[config.mk]
export PLATFORM = sky130hd
export DESIGN_NAME = iq_serializer
export DESIGN_NICKNAME = d
export VERILOG_FILES = /design/src/rtl/iq_serializer.sv
export SDC_FILE = /design/constraint.sdc
export NUM_CORES = 1
export LEC_CHECK = 0
export BUFFER_PORTS_ARGS = -buffer_cell sky130_fd_sc_hd__buf_2
export CORE_MARGIN = 1.5
export CORE_UTILIZATION = 60
export CTS_CLUSTER_SIZE = 10
export DETAILED_ROUTE_END_ITERATION = 10
export MAX_ROUTING_LAYER = met4
export PLACE_DENSITY_LB_ADDON = 0.08
export SYNTH_ARGS = -nofsm -noshare
export SYNTH_HDL_FRONTEND = slang
export SYNTH_SLANG_ARGS = --single-unit
[constraint.sdc]
create_clock -name clk -period 4.2 [get_ports clk]
set_clock_uncertainty 0.2 [all_clocks]
set_input_delay 0.84 -clock clk [delete_from_list [all_inputs] [get_ports clk]]
set_output_delay 0.84 -clock clk [all_outputs]
set_load 0.1 [all_outputs]
[src/rtl/iq_serializer.sv]
module iq_serializer #(
  parameter int SAMPLE_W = 10,
  parameter int ILV_W    = 16
) (
  input  logic                clk,
  input  logic                rst_n,
  input  logic [1:0]          cfg_div,
  input  logic                cfg_ilv,
  input  logic                cfg_lsb_first,
  input  logic                cfg_strobe_low,
  input  logic                in_valid,
  input  logic [SAMPLE_W-1:0] in_i,
  input  logic [SAMPLE_W-1:0] in_q,
  output logic                sclk_out,
  output logic                sdata_i,
  output logic                sdata_q,
  output logic                word_start,
  output logic                overrun
);
  localparam int PW    = $clog2(ILV_W + 1);
  localparam int IW    = $clog2(ILV_W);
  localparam int SHIFT = ILV_W - SAMPLE_W;

  logic [2:0]          cnt;
  logic                tick;
  logic                busy, second, pend_v;
  logic [PW-1:0]       pos, len, idx;
  logic [ILV_W-1:0]    cur_i, cur_q;
  logic [SAMPLE_W-1:0] pend_i, pend_q;
  logic                last, take, strobe_act, data_slot;

  always_comb begin
    case (cfg_div)
      2'd0:    begin tick = 1'b1;      sclk_out = 1'b1;   end
      2'd1:    begin tick = cnt[0];    sclk_out = cnt[0]; end
      2'd2:    begin tick = &cnt[1:0]; sclk_out = cnt[1]; end
      default: begin tick = &cnt;      sclk_out = cnt[2]; end
    endcase
  end

  assign len        = cfg_ilv ? PW'(ILV_W) : PW'(SAMPLE_W);
  assign last       = busy && (pos == len);
  assign take       = tick && pend_v && (!busy || (last && !second));
  assign strobe_act = busy && (pos == '0);
  assign data_slot  = busy && (pos != '0);
  assign idx        = cfg_lsb_first ? pos - 1'b1 : len - pos;
  assign sdata_i    = data_slot && cur_i[idx[IW-1:0]];
  assign sdata_q    = data_slot && !cfg_ilv && cur_q[idx[IW-1:0]];
  assign word_start = strobe_act ^ cfg_strobe_low;

  always_ff @(posedge clk or negedge rst_n) begin
    if (!rst_n) begin
      cnt <= '0; busy <= 1'b0; second <= 1'b0; pos <= '0;
      cur_i <= '0; cur_q <= '0; pend_v <= 1'b0; pend_i <= '0; pend_q <= '0;
      overrun <= 1'b0;
    end else begin
      cnt     <= cnt + 1'b1;
      overrun <= in_valid && pend_v && !take;
      if (take) pend_v <= 1'b0;
      if (in_valid && (!pend_v || take)) begin
        pend_v <= 1'b1;
        pend_i <= in_i;
        pend_q <= in_q;
      end
      if (tick) begin
        if (take) begin
          busy   <= 1'b1;
          pos    <= '0;
          second <= cfg_ilv;
          if (cfg_ilv) begin
            cur_i <= (ILV_W'(pend_i) << SHIFT) | ILV_W'(1);
            cur_q <= ILV_W'(pend_q) << SHIFT;
          end else begin
            cur_i <= ILV_W'(pend_i);
            cur_q <= ILV_W'(pend_q);
          end
        end else if (last) begin
          if (second) begin
            second <= 1'b0;
            pos    <= '0;
            cur_i  <= cur_q;
          end else begin
            busy <= 1'b0;
          end
        end else if (busy) begin
          pos <= pos + 1'b1;
        end
      end
    end
  end

  a_r2_hold_between_ticks: assert property (@(posedge clk) disable iff (!rst_n)
    !tick |=> $stable(pos) && $stable(busy) && $stable(cur_i));

  a_r3_strobe_one_slot: assert property (@(posedge clk) disable iff (!rst_n)
    strobe_act && tick |=> !strobe_act);

  a_r5_id_flag: assert property (@(posedge clk) disable iff (!rst_n)
    cfg_ilv && busy && (cfg_lsb_first ? pos == PW'(1) : pos == PW'(ILV_W)) |-> sdata_i == second);

  a_r9_flag_when_full: assert property (@(posedge clk) disable iff (!rst_n)
    overrun |-> pend_v);

endmodule

# Word-level counts from Yosys, hierarchy flattened
# Cells that the tools add are included.
# totals
input_bits	28
register_bits	64
# op_classes
addsub	4
mux	24
bitwise_logic	1
eq_ne	5
n_lt_le_gt_ge	1
reduce_logical	33
# ops
cell	n
$mux 16	5
$mux 5	5
$logic_and 1x1->1	12
$reduce_and 3->1	4
$mux 1	9
$bmux 1 s4	2
$pmux 1 s3	2
$reduce_and 2->1	3
$reduce_bool 2->1	3
$add 5x1->5 const B	1
$eq 5x5->1	1
$logic_not 1->1	5
$logic_not 5->1	1
$lt 4x5->1 const B	1
$reduce_bool 5->1	1
$mux 4	1
$sub 4x1->4 const B	1
$sub 4x4->4	1
$add 3x1->3 const B	1
$ne 3x2->1 const B	1
$reduce_bool 3->1	1
$eq 2x1->1 const B	1
$eq 2x2->1 const B	1
$logic_not 2->1	1
other kinds (3)	4

# Longest topological paths before layout
# Gate-level depths: netlist (run 1).
# depth
ltp_word	9
ltp_mapped	11
mapped_depth_nobuf	9

# Least setup slack after synthesis (run 1)
# Ideal clock, no wire load.
# synth_path
path_type	in2out
startpoint	input port cfg_ilv
endpoint	output port sdata_q
arrival_ns	4.669
slack_ns	-1.509
path_stages	8
required_time_ns	3.160
cell_sequence	fa_1 -> buf_2 -> buf_2 -> a211oi_1 -> a21oi_1 -> a211oi_1 -> a311o_1 -> a211oi_1
# synth_between
elab_chain_cells	6
word_cells_on_any_way	8
cone_classes	add/sub: 1; mux: 4; reduce/logical: 3
# synth_lines
item	line	rtl
start, declared	8	input logic cfg_ilv,
$mux 5	41	assign len = cfg_ilv ? PW'(ILV_W) : PW'(SAMPLE_W);
$sub 4x4->4	46	assign idx = cfg_lsb_first ? pos - 1'b1 : len - pos;
$mux 4	46	
$bmux 1 s4	48	assign sdata_q = data_slot && !cfg_ilv && cur_q[idx[IW-1:0]];
$mux 1 (implied by the code)	48	
$logic_and 1x1->1 *	48	
end, declared	16	output logic sdata_q,
# Every way passes the cells marked *; elsewhere a longest branch is shown, timed or not. The select of a mux whose other input is x is not followed.

# Final worst setup path (run 1)
# Same ends and word-level chain as after synthesis.

==> metrics.cfg, run 1 <==
[run_status]
status = finished, final reports clean

[clock_tree]
clkTransAtPathRegs_ns = 0.07
clk_latency_ns = 0.34
htreeDepth = 3
cts_tree = done
cts_hold_buf = 0
post_cts_resized = 0
numCtsBuffers = 9
post_cts_buffers = 0
cts_sinks = 64
cts_max_path_buffers = 2
cts_root_buf = clkbuf_8

[detailed_routing]
final_antenna_net_count = 0
firstDrtPassIters = 4
post_drt_wl_per_cell_um = 17.3
wl_um = 7600
first_iter_violations = 152
viasPerCell = 6.09
drc = 0
vias = 2666

[sta]
min_period_over_period_pct = 96.5
rsz0062_at_grt = false
maxSlewViolCount = 0
period_needed_ns = 4.05
max_freq_mhz = 247
holdWs_ns = 0.259
worst_pin_slew_ns = 0.663
setup_violations = 0
hold_violations = 0
fin_setup_tns_ns = 0
max-slew-margin-rel_pct = 55.6

[logic_synthesis]
synth_cell_types = 49
yosysMostFrequentCell = dfrtp_1
synth_seq_cells = 64
synth_warnings = 0
yosys_most_used_dff = dfrtp_1
syn-cell-area_um2 = 3650
syn_nets = 365
synth_area_leader_cell = dfrtp_1
syn-instance-count = 329
netlist.area_leader.share_pct = 43.8
syn_area_per_cell_um2 = 11.1
yosysSeqAreaShare_pct = 43.8
synth_common_cells = 64 x dfrtp_1, 25 x a21oi_1, 25 x mux2i_1
synth_edf_count = 0
ys_async_sr_fraction_pct = 100
yosys-top-cells-area = dfrtp_1 44%, mux2_4 8.2%, mux2i_1 6.8%

[die]
initial_core_util_pct = 62.1
die_h_um = 81.0
die_w_um = 81.0
ios = 33
core_area_um2 = 5890
rows = 28
dieArea_um2 = 6570

[grt]
grt_max_degree = 33
grt_pass1_wl_um = 12600
grtUsageTotal_pct = 26.5
grt_antenna_before_repair = 0
grt_pass1_vias = 2438
grt-ovfl-total = 0

[final_layout]
nNetsFinal = 395
nFillCells = 456
insertedDiodeCount = 0
multiInputGateArea_um2 = 1910
drive_gt1_share_pct = 28.4
register_area_um2 = 1600
synthToLayoutAreaGrowth_pct = 12.1

[power_and_ir_drop]
ir_drop_mv = 1.30
power.density_nw_per_um2 = 836
p_leak_nw = 1.88

[place]
dp_hpwl_um = 5600
gp_congestion = 0.851
portBuffers = 32

[job]
drv_cap = 0

[min_path]
hold_path.class = in -> async

[worst_setup_path]
start_kind = primary input
reg2reg_to = pend_q[2]
crit_required_ns = 3.16
r2r_cells = 8
r2r_slack_ns = 1.21
path_max_fanout = 21
r2r_start = pos[1]
crit_arrival_ns = 3.01
end_kind = primary output
crit_type = in -> out

[worst max path at each step]
stage / from / endpoint / slack (ns) / cells after the start
after floorplan: cfg_ilv / sdata_q / 0.008 / 8
after global placement: cfg_ilv / sdata_q / 0.18 / 9
after detailed placement: cfg_ilv / sdata_q / 0.12 / 9
after CTS: cfg_ilv / sdata_q / 0.09 / 9
after global routing: pos[1] / sdata_q / 0.01 / 10
final: cfg_ilv / sdata_q / 0.15 / 9
[worst max-delay path: stages]
cell and delay [ns]:
buf_2 0.13, fa_1 0.58, buf_12 0.16, mux2_2 0.34
o2111ai_1 0.18, o21ai_0 0.11, o31ai_1 0.36, a211oi_4 0.12
buf_12 0.18
[flip-flops by register name, summed over array words and instances, names as in the netlist]
| register | flops |
|---|---|
| cnt | 3 |
| second | 1 |
| cur_i | 16 |
| cur_q | 16 |
| pend_q | 10 |
| pend_i | 10 |
| busy | 1 |
| pend_v | 1 |
| pos | 5 |
| overrun | 1 |
[cells in the final DEF (no fill, tap or decap), types with 3 or more instances in the layout]
master,Yosys,final
a2111oi_0,4,3
nor2b_1,10,10
nor2_1,22,22
mux2_4,20,20
nor3_1,3,3
a21oi_1,25,24
clkbuf_8,0,11
inv_1,7,7
a211oi_1,10,9
o211ai_1,6,6
a22o_1,11,11
dfrtp_1,64,64
nand3b_1,3,3
nand2b_1,4,4
nand3_1,3,3
buf_12,0,3
mux2_2,9,9
o31ai_1,4,4
mux2i_1,25,25
ha_1,7,7
buf_2,12,30
mux4_2,3,3
a22oi_1,11,11
nand2_1,11,11
buf_4,2,11
o21ai_0,12,11
[metrics by stage]
stage	setup slack (ns)	cell area (µm²)	power (mW)	utilization, %	instances
final	0.146	4100	3.42	69.6	438
after global routing	0.0126	4100	3.65	69.6	438
after CTS	0.0914	4090	3.43	69.5	438
after detailed placement	0.120	3920	2.96	66.6	423
after global placement	0.177	3920	2.91	66.6	423
after floorplan	0.00776	3690	2.50	-	329
[kinds of logic after synthesis]
kind of cell	share of synthesized area [%]
AO/OA/AOI/OAI	19.0
XOR/XNOR	0.719
adder cells (fa/ha/maj)	2.94
buffers and inverters	4.52
flip-flops	43.8
multiplexers	19.7
AND/OR/NAND/NOR	9.28
[routing by layer]
metal  GRT usage, %  vias up  routed length (µm)
met3           4.94        8                 338
met1           39.0     1320                3760
met5              -        -                   0
met2           36.9       62                3420
met4           8.97        0                  76
li1               -     1276                   -
[area by class of cell]
cell class	instances	area share, %
Timing Repair Buffer	44	7.15
Sequential cell	64	39.1
Inverter	7	0.641
Clock buffer	12	3.79
Tap cell	75	2.29
Multi-Input combinational cell	233	46.6
Clock inverter	3	0.427
[power by group]
group	switching, mW	total, mW	internal, mW
Combinational	0.907	1.78	0.870
Sequential	0.293	1.18	0.891
Clock	0.222	0.463	0.241
Total	1.42	3.42	2.00
Power figures use the tool's default switching activity.
==> run 2, diff against run 1 <==
RECOVER_POWER = 100   (was unset)
==> metrics.cfg, run 2 (synthesis results as in run 1) <==
[sta]
rsz0062_at_grt = false
holdWs_ns = 0.272  ; +0.0126 ns
min_period_over_period_pct = 96.8  ; +0.24 points
worst_pin_slew_ns = 1.33  ; +0.666 ns
fin_setup_tns_ns = 0  ; unchanged
max-slew-margin-rel_pct = 11.4  ; -44 points
maxSlewViolCount = 0  ; unchanged
setup_violations = 0  ; unchanged
setup_ws_ns = 0.136  ; -0.0100 ns
period_needed_ns = 4.06  ; +0.0100 ns
max_freq_mhz = 246  ; -0.25%
hold_violations = 0  ; unchanged

[grt]
grt_pass1_wl_um = 12600  ; unchanged
grtUsageTotal_pct = 26.5  ; unchanged
grt-ovfl-total = 0  ; unchanged
grt_pass1_vias = 2438  ; unchanged
grt_max_degree = 33  ; unchanged
grt_antenna_before_repair = 0  ; unchanged

[final_layout]
insertedDiodeCount = 0  ; unchanged
final_cell_area_um2 = 3980  ; -2.9%
final_cell_mix = 64 x dfrtp_1, 26 x buf_2, 25 x mux2i_1
fin_util_pct = 67.6  ; -2.0 points
synthToLayoutAreaGrowth_pct = 8.83
nNetsFinal = 395  ; unchanged
reg_top3 = cur_i: 16 flops, cur_q: 16 flops
nFillCells = 488  ; +7.0%
drive_gt1_share_pct = 19.3  ; -9.1 points
layout_commonest_cell = dfrtp_1

[detailed_routing]
firstDrtPassIters = 5  ; +1
vias = 2694  ; +1.1%
wl_um = 7630  ; +0.46%
post_drt_wl_per_cell_um = 17.4  ; +0.46%
viasPerCell = 6.15  ; +1.1%
final_antenna_net_count = 0  ; unchanged
first_iter_violations = 114  ; -25%
drc = 0  ; unchanged

[job]
drv_cap = 0  ; unchanged

[worst_setup_path]
end_kind = primary output
start_kind = primary input
startpoint = cfg_ilv
crit_arrival_ns = 3.02  ; about the same
r2r_start = pos[1]
r2r_slack_ns = 0.92  ; -0.29 ns
crit_type = in -> out
r2r_cells = 8  ; unchanged
crit_required_ns = 3.16  ; about the same
path_max_fanout = 21  ; unchanged

[power_and_ir_drop]
p_int_mw = 1.90  ; -5.0%
pwr-share-comb_pct = 50.4  ; -1.5 points
p_sw_share_pct = 42.6  ; +1.1 points
p_sw_mw = 1.41  ; -0.57%
p_seq_share_pct = 35.6  ; +1.0 points
clock_power_share_pct = 14.0  ; +0.5 points
p_leak_nw = 1.76  ; -6.8%
ir_drop_mv = 1.18  ; -8.8%
power.density_nw_per_um2 = 833  ; -0.25%

[min_path]
hold_path.class = reg -> reg
hold_depth = 1
hold_start = cnt[0]

[clock_tree]
cts_max_path_buffers = 2  ; unchanged
clk_latency_ns = 0.34  ; about the same
numCtsBuffers = 9  ; unchanged
cts_sinks = 64  ; unchanged
post_cts_buffers = 0  ; unchanged
cts_hold_buf = 0  ; unchanged
cts_root_buf = clkbuf_8
cts_tree = done
htreeDepth = 3  ; unchanged
clkTransAtPathRegs_ns = 0.06  ; about the same

[die]
rows = 28  ; unchanged
initial_core_util_pct = 62.1  ; unchanged
ios = 33  ; unchanged
core_area_um2 = 5890  ; unchanged
dieArea_um2 = 6570  ; unchanged
die_h_um = 81.0  ; unchanged
die_w_um = 81.0  ; unchanged

[place]
placed_cell_area_um2 = 3920  ; unchanged
gp_congestion = 0.851  ; unchanged
dp_slack_ns = 0.120  ; unchanged
portBuffers = 32  ; unchanged
dp_hpwl_um = 5600  ; unchanged

[run_status]
status = finished, final reports clean

==> run 2: worst max-delay path, stage by stage <==
cell and delay (ns):
buf_2 0.13, fa_1 0.58, buf_12 0.16, mux2_2 0.34
o2111ai_1 0.18, o21ai_0 0.11, o31ai_1 0.36, a211oi_4 0.11
buf_6 0.20
==> run 2: repair_timing <==
item | 4_1_cts | 5_1_grt
hold endpoints to repair | 0 | 0
gates resized for setup | 0 | 2
setup endpoints to repair | 0 | 1
==> run 2: worst paths after layout <==
check / end
setup / recovery: sdata_q
min in group asynchronous: cur_q[13]
max in group asynchronous: cur_i[7]
setup reg to reg: cur_i[9]
hold / removal: cnt[0]
hold reg to reg: cnt[0]
==> run 2: layer usage <==
| metal | GRT usage (%) | vias to the layer above | routed length, µm |
|---|---|---|---|
| met1 | 39.0 | 1317 | 3760 |
| li1 | - | 1283 | - |
| met4 | 8.97 | 0 | 114 |
| met3 | 4.94 | 12 | 344 |
| met5 | - | - | 0 |
| met2 | 36.9 | 82 | 3410 |
==> run 2: metrics by stage <==
stage               cells  total power, mW
CTS                   438             3.43
global placement      423             2.91
floorplan             329             2.50
finish                438             3.32
global route          438             3.54
detailed placement    423             2.96
==> run 2: cell type report <==
class | instances | area (µm²) | share of cell area, %
inverters | 7 | 26.3 | 0.661
repair buffers | 44 | 264 | 6.64
flip-flops and latches | 64 | 1600 | 40.3
clock inverters | 3 | 17.5 | 0.440
well taps | 75 | 93.8 | 2.36
clock buffers | 12 | 155 | 3.90
multi-input cells | 233 | 1820 | 45.7
==> run 2: power groups by stage <==
stage               logic, mW  clock network [mW]  registers (mW)
floorplan                1.42                   0            1.07
global placement         1.73                   0            1.18
detailed placement       1.77                   0            1.19
CTS                      1.78               0.471            1.18
global route             1.82               0.501            1.21
finish                   1.67               0.465            1.18
==> run 3, diff against run 2 <==
ABC_AREA = 1   (was unset)
==> metrics.cfg, run 3 <==
[die]
initial_core_util_pct = 62.1  ; unchanged
ios = 33  ; unchanged
die_w_um = 81.0  ; unchanged
core_area_um2 = 5890  ; unchanged
dieArea_um2 = 6570  ; unchanged
die_h_um = 81.0  ; unchanged
rows = 28  ; unchanged

[sta]
hold_violations = 0  ; unchanged
setup_violations = 0  ; unchanged
maxSlewViolCount = 0  ; unchanged
setup_ws_ns = 0.282  ; +0.146 ns
period_needed_ns = 3.92  ; -0.146 ns
fin_setup_tns_ns = 0  ; unchanged
rsz0062_at_grt = false
min_period_over_period_pct = 93.3  ; -3.5 points
max-slew-margin-rel_pct = 14.9  ; +3.6 points
max_freq_mhz = 255  ; +3.7%
worst_pin_slew_ns = 1.28  ; -0.0534 ns

[clock_tree]
cts_root_buf = clkbuf_8
numCtsBuffers = 9  ; unchanged
cts_sinks = 64  ; unchanged
clk_latency_ns = 0.34  ; about the same
post_cts_resized = 0  ; unchanged
cts_hold_buf = 0  ; unchanged
htreeDepth = 3  ; unchanged
clkTransAtPathRegs_ns = 0.07  ; about the same
cts_max_path_buffers = 2  ; unchanged
post_cts_buffers = 0  ; unchanged
cts_tree = done

[worst_setup_path]
crit_required_ns = 3.16  ; about the same
r2r_start = pos[1]
startpoint = cfg_ilv
crit_type = in -> out
crit_arrival_ns = 2.88  ; -0.14 ns
start_kind = primary input
path_max_fanout = 8  ; -62%
end_kind = primary output

[place]
dp_slack_ns = 0.311  ; +0.191 ns
placed_cell_area_um2 = 3850  ; -1.9%
portBuffers = 32  ; unchanged
dp_hpwl_um = 5970  ; +6.6%
gp_congestion = 0.848  ; -0.41%

[final_layout]
final_cell_area_um2 = 3980  ; unchanged
reg_top3 = cur_i: 16 flops, cur_q: 16 flops
multiInputGateArea_um2 = 1760  ; -3.2%
insertedDiodeCount = 0  ; unchanged
final_cell_mix = 206 x nand2_1, 83 x nand3_1, 64 x dfrtp_1
fin_util_pct = 67.6  ; unchanged
layout_commonest_cell = nand2_1
nNetsFinal = 565  ; +43%
nFillCells = 522  ; +7.0%
drive_gt1_share_pct = 11.3  ; -8.0 points
synthToLayoutAreaGrowth_pct = 8.83  ; unchanged
register_area_um2 = 1600  ; unchanged

[detailed_routing]
wl_um = 8130  ; +6.5%
first_iter_violations = 250  ; +120%
final_antenna_net_count = 0  ; unchanged
firstDrtPassIters = 5  ; unchanged
vias = 3233  ; +20%
viasPerCell = 5.32  ; -14%
drc = 0  ; unchanged
post_drt_wl_per_cell_um = 13.4  ; -23%

[logic_synthesis]
netlist.area_leader.share_pct = 43.8  ; unchanged
syn-instance-count = 504  ; +53%
syn_area_per_cell_um2 = 7.25  ; -35%
ys_async_sr_fraction_pct = 100  ; unchanged
synth_edf_count = 0  ; unchanged
yosysSeqAreaShare_pct = 43.8  ; unchanged
synth_warnings = 0  ; unchanged
yosysMostFrequentCell = nand2_1
synth_common_cells = 205 x nand2_1, 83 x nand3_1, 64 x dfrtp_1
syn_nets = 540  ; +48%
syn-cell-area_um2 = 3650  ; unchanged
synth_area_leader_cell = dfrtp_1
synth_cell_types = 30  ; -39%
yosys-top-cells-area = dfrtp_1 44%, nand2_1 21%, nand3_1 11%
yosys_most_used_dff = dfrtp_1
synth_seq_cells = 64  ; unchanged

[job]
drv_cap = 0  ; unchanged

[power_and_ir_drop]
power.total_mw = 2.80  ; -16%
power.density_nw_per_um2 = 704  ; -16%
ir_drop_mv = 0.635  ; -46%
p_leak_nw = 2.21  ; +26%

[run_status]
status = finished, final reports clean

[min_path]
hold_path.class = reg -> reg
hold_start = pend_i[3]

[grt]
gr-usage-met2_pct = 41.8  ; +4.9 points
grt_use_met3_pct = 3.93  ; -1.0 points
met1_usage_pct = 41.7  ; +2.7 points
grt_pass1_wl_um = 14000  ; +11%
grtUsageTotal_pct = 28.9  ; +2.3 points
grt_max_degree = 35  ; +6.1%
grt_pass1_vias = 2931  ; +20%
grt_antenna_before_repair = 0  ; unchanged
grt-ovfl-total = 0  ; unchanged
grt-busiest-layer = met2

-- run 3: layout make-up --
class,count,area share (%)
clock buffers,11,3.55
clock inverters,4,1.13
inverters,39,3.68
multi-input cells,378,44.3
flip-flops and latches,64,40.3
well taps,75,2.36
repair buffers,37,4.75
-- run 3: kinds of logic after synthesis --
family | Yosys count | synth area share, %
compound gates | 36 | 5.82
fa+ha+maj | 8 | 2.94
buf+inv | 62 | 7.70
flops | 64 | 43.8
xor+xnor | 3 | 0.719
simple gates | 331 | 39.0
-- run 3: metal layers --
metal  vias up  wire [µm]
met3         9        402
met1      1477       4080
met4         0        107
li1       1656          -
met2        91       3540
met5         -          0
-- run 3: final timing paths --
path	end	slack (ns)	depth (start not counted)
max	sdata_i	0.28	9
min	pend_i[3]	0.27	2
max reg2reg	cur_i[10]	1.06	12
min reg2reg	pend_i[3]	0.27	2
max in group asynchronous	pend_q[9]	1.58	2
min in group asynchronous	pos[1]	0.49	1
-- run 3: critical path, stage by stage --
cell      delay [ns]
clkbuf_1        0.10
fa_1            0.51
o21ai_1         0.56
nand3_1         0.20
nand2_1         0.10
nand2_1         0.05
a21oi_1         0.18
nor2_2          0.05
clkbuf_4        0.27
-- run 3: stage by stage --
| step | hold slack, ns | std cells |
|---|---|---|
| floorplan | 0.225 | 504 |
| global placement | 0.239 | 593 |
| detailed placement | 0.261 | 593 |
| CTS | 0.248 | 608 |
| global route | 0.291 | 608 |
| finish | 0.274 | 608 |
-- run 3: power by group --
group | switching [mW] | internal [mW] | leakage, nW | total, mW
registers | 0.168 | 0.832 | 0.823 | 1.00
clock network | 0.225 | 0.284 | 0.0989 | 0.509
logic | 0.904 | 0.385 | 1.29 | 1.29
total | 1.30 | 1.50 | 2.21 | 2.80
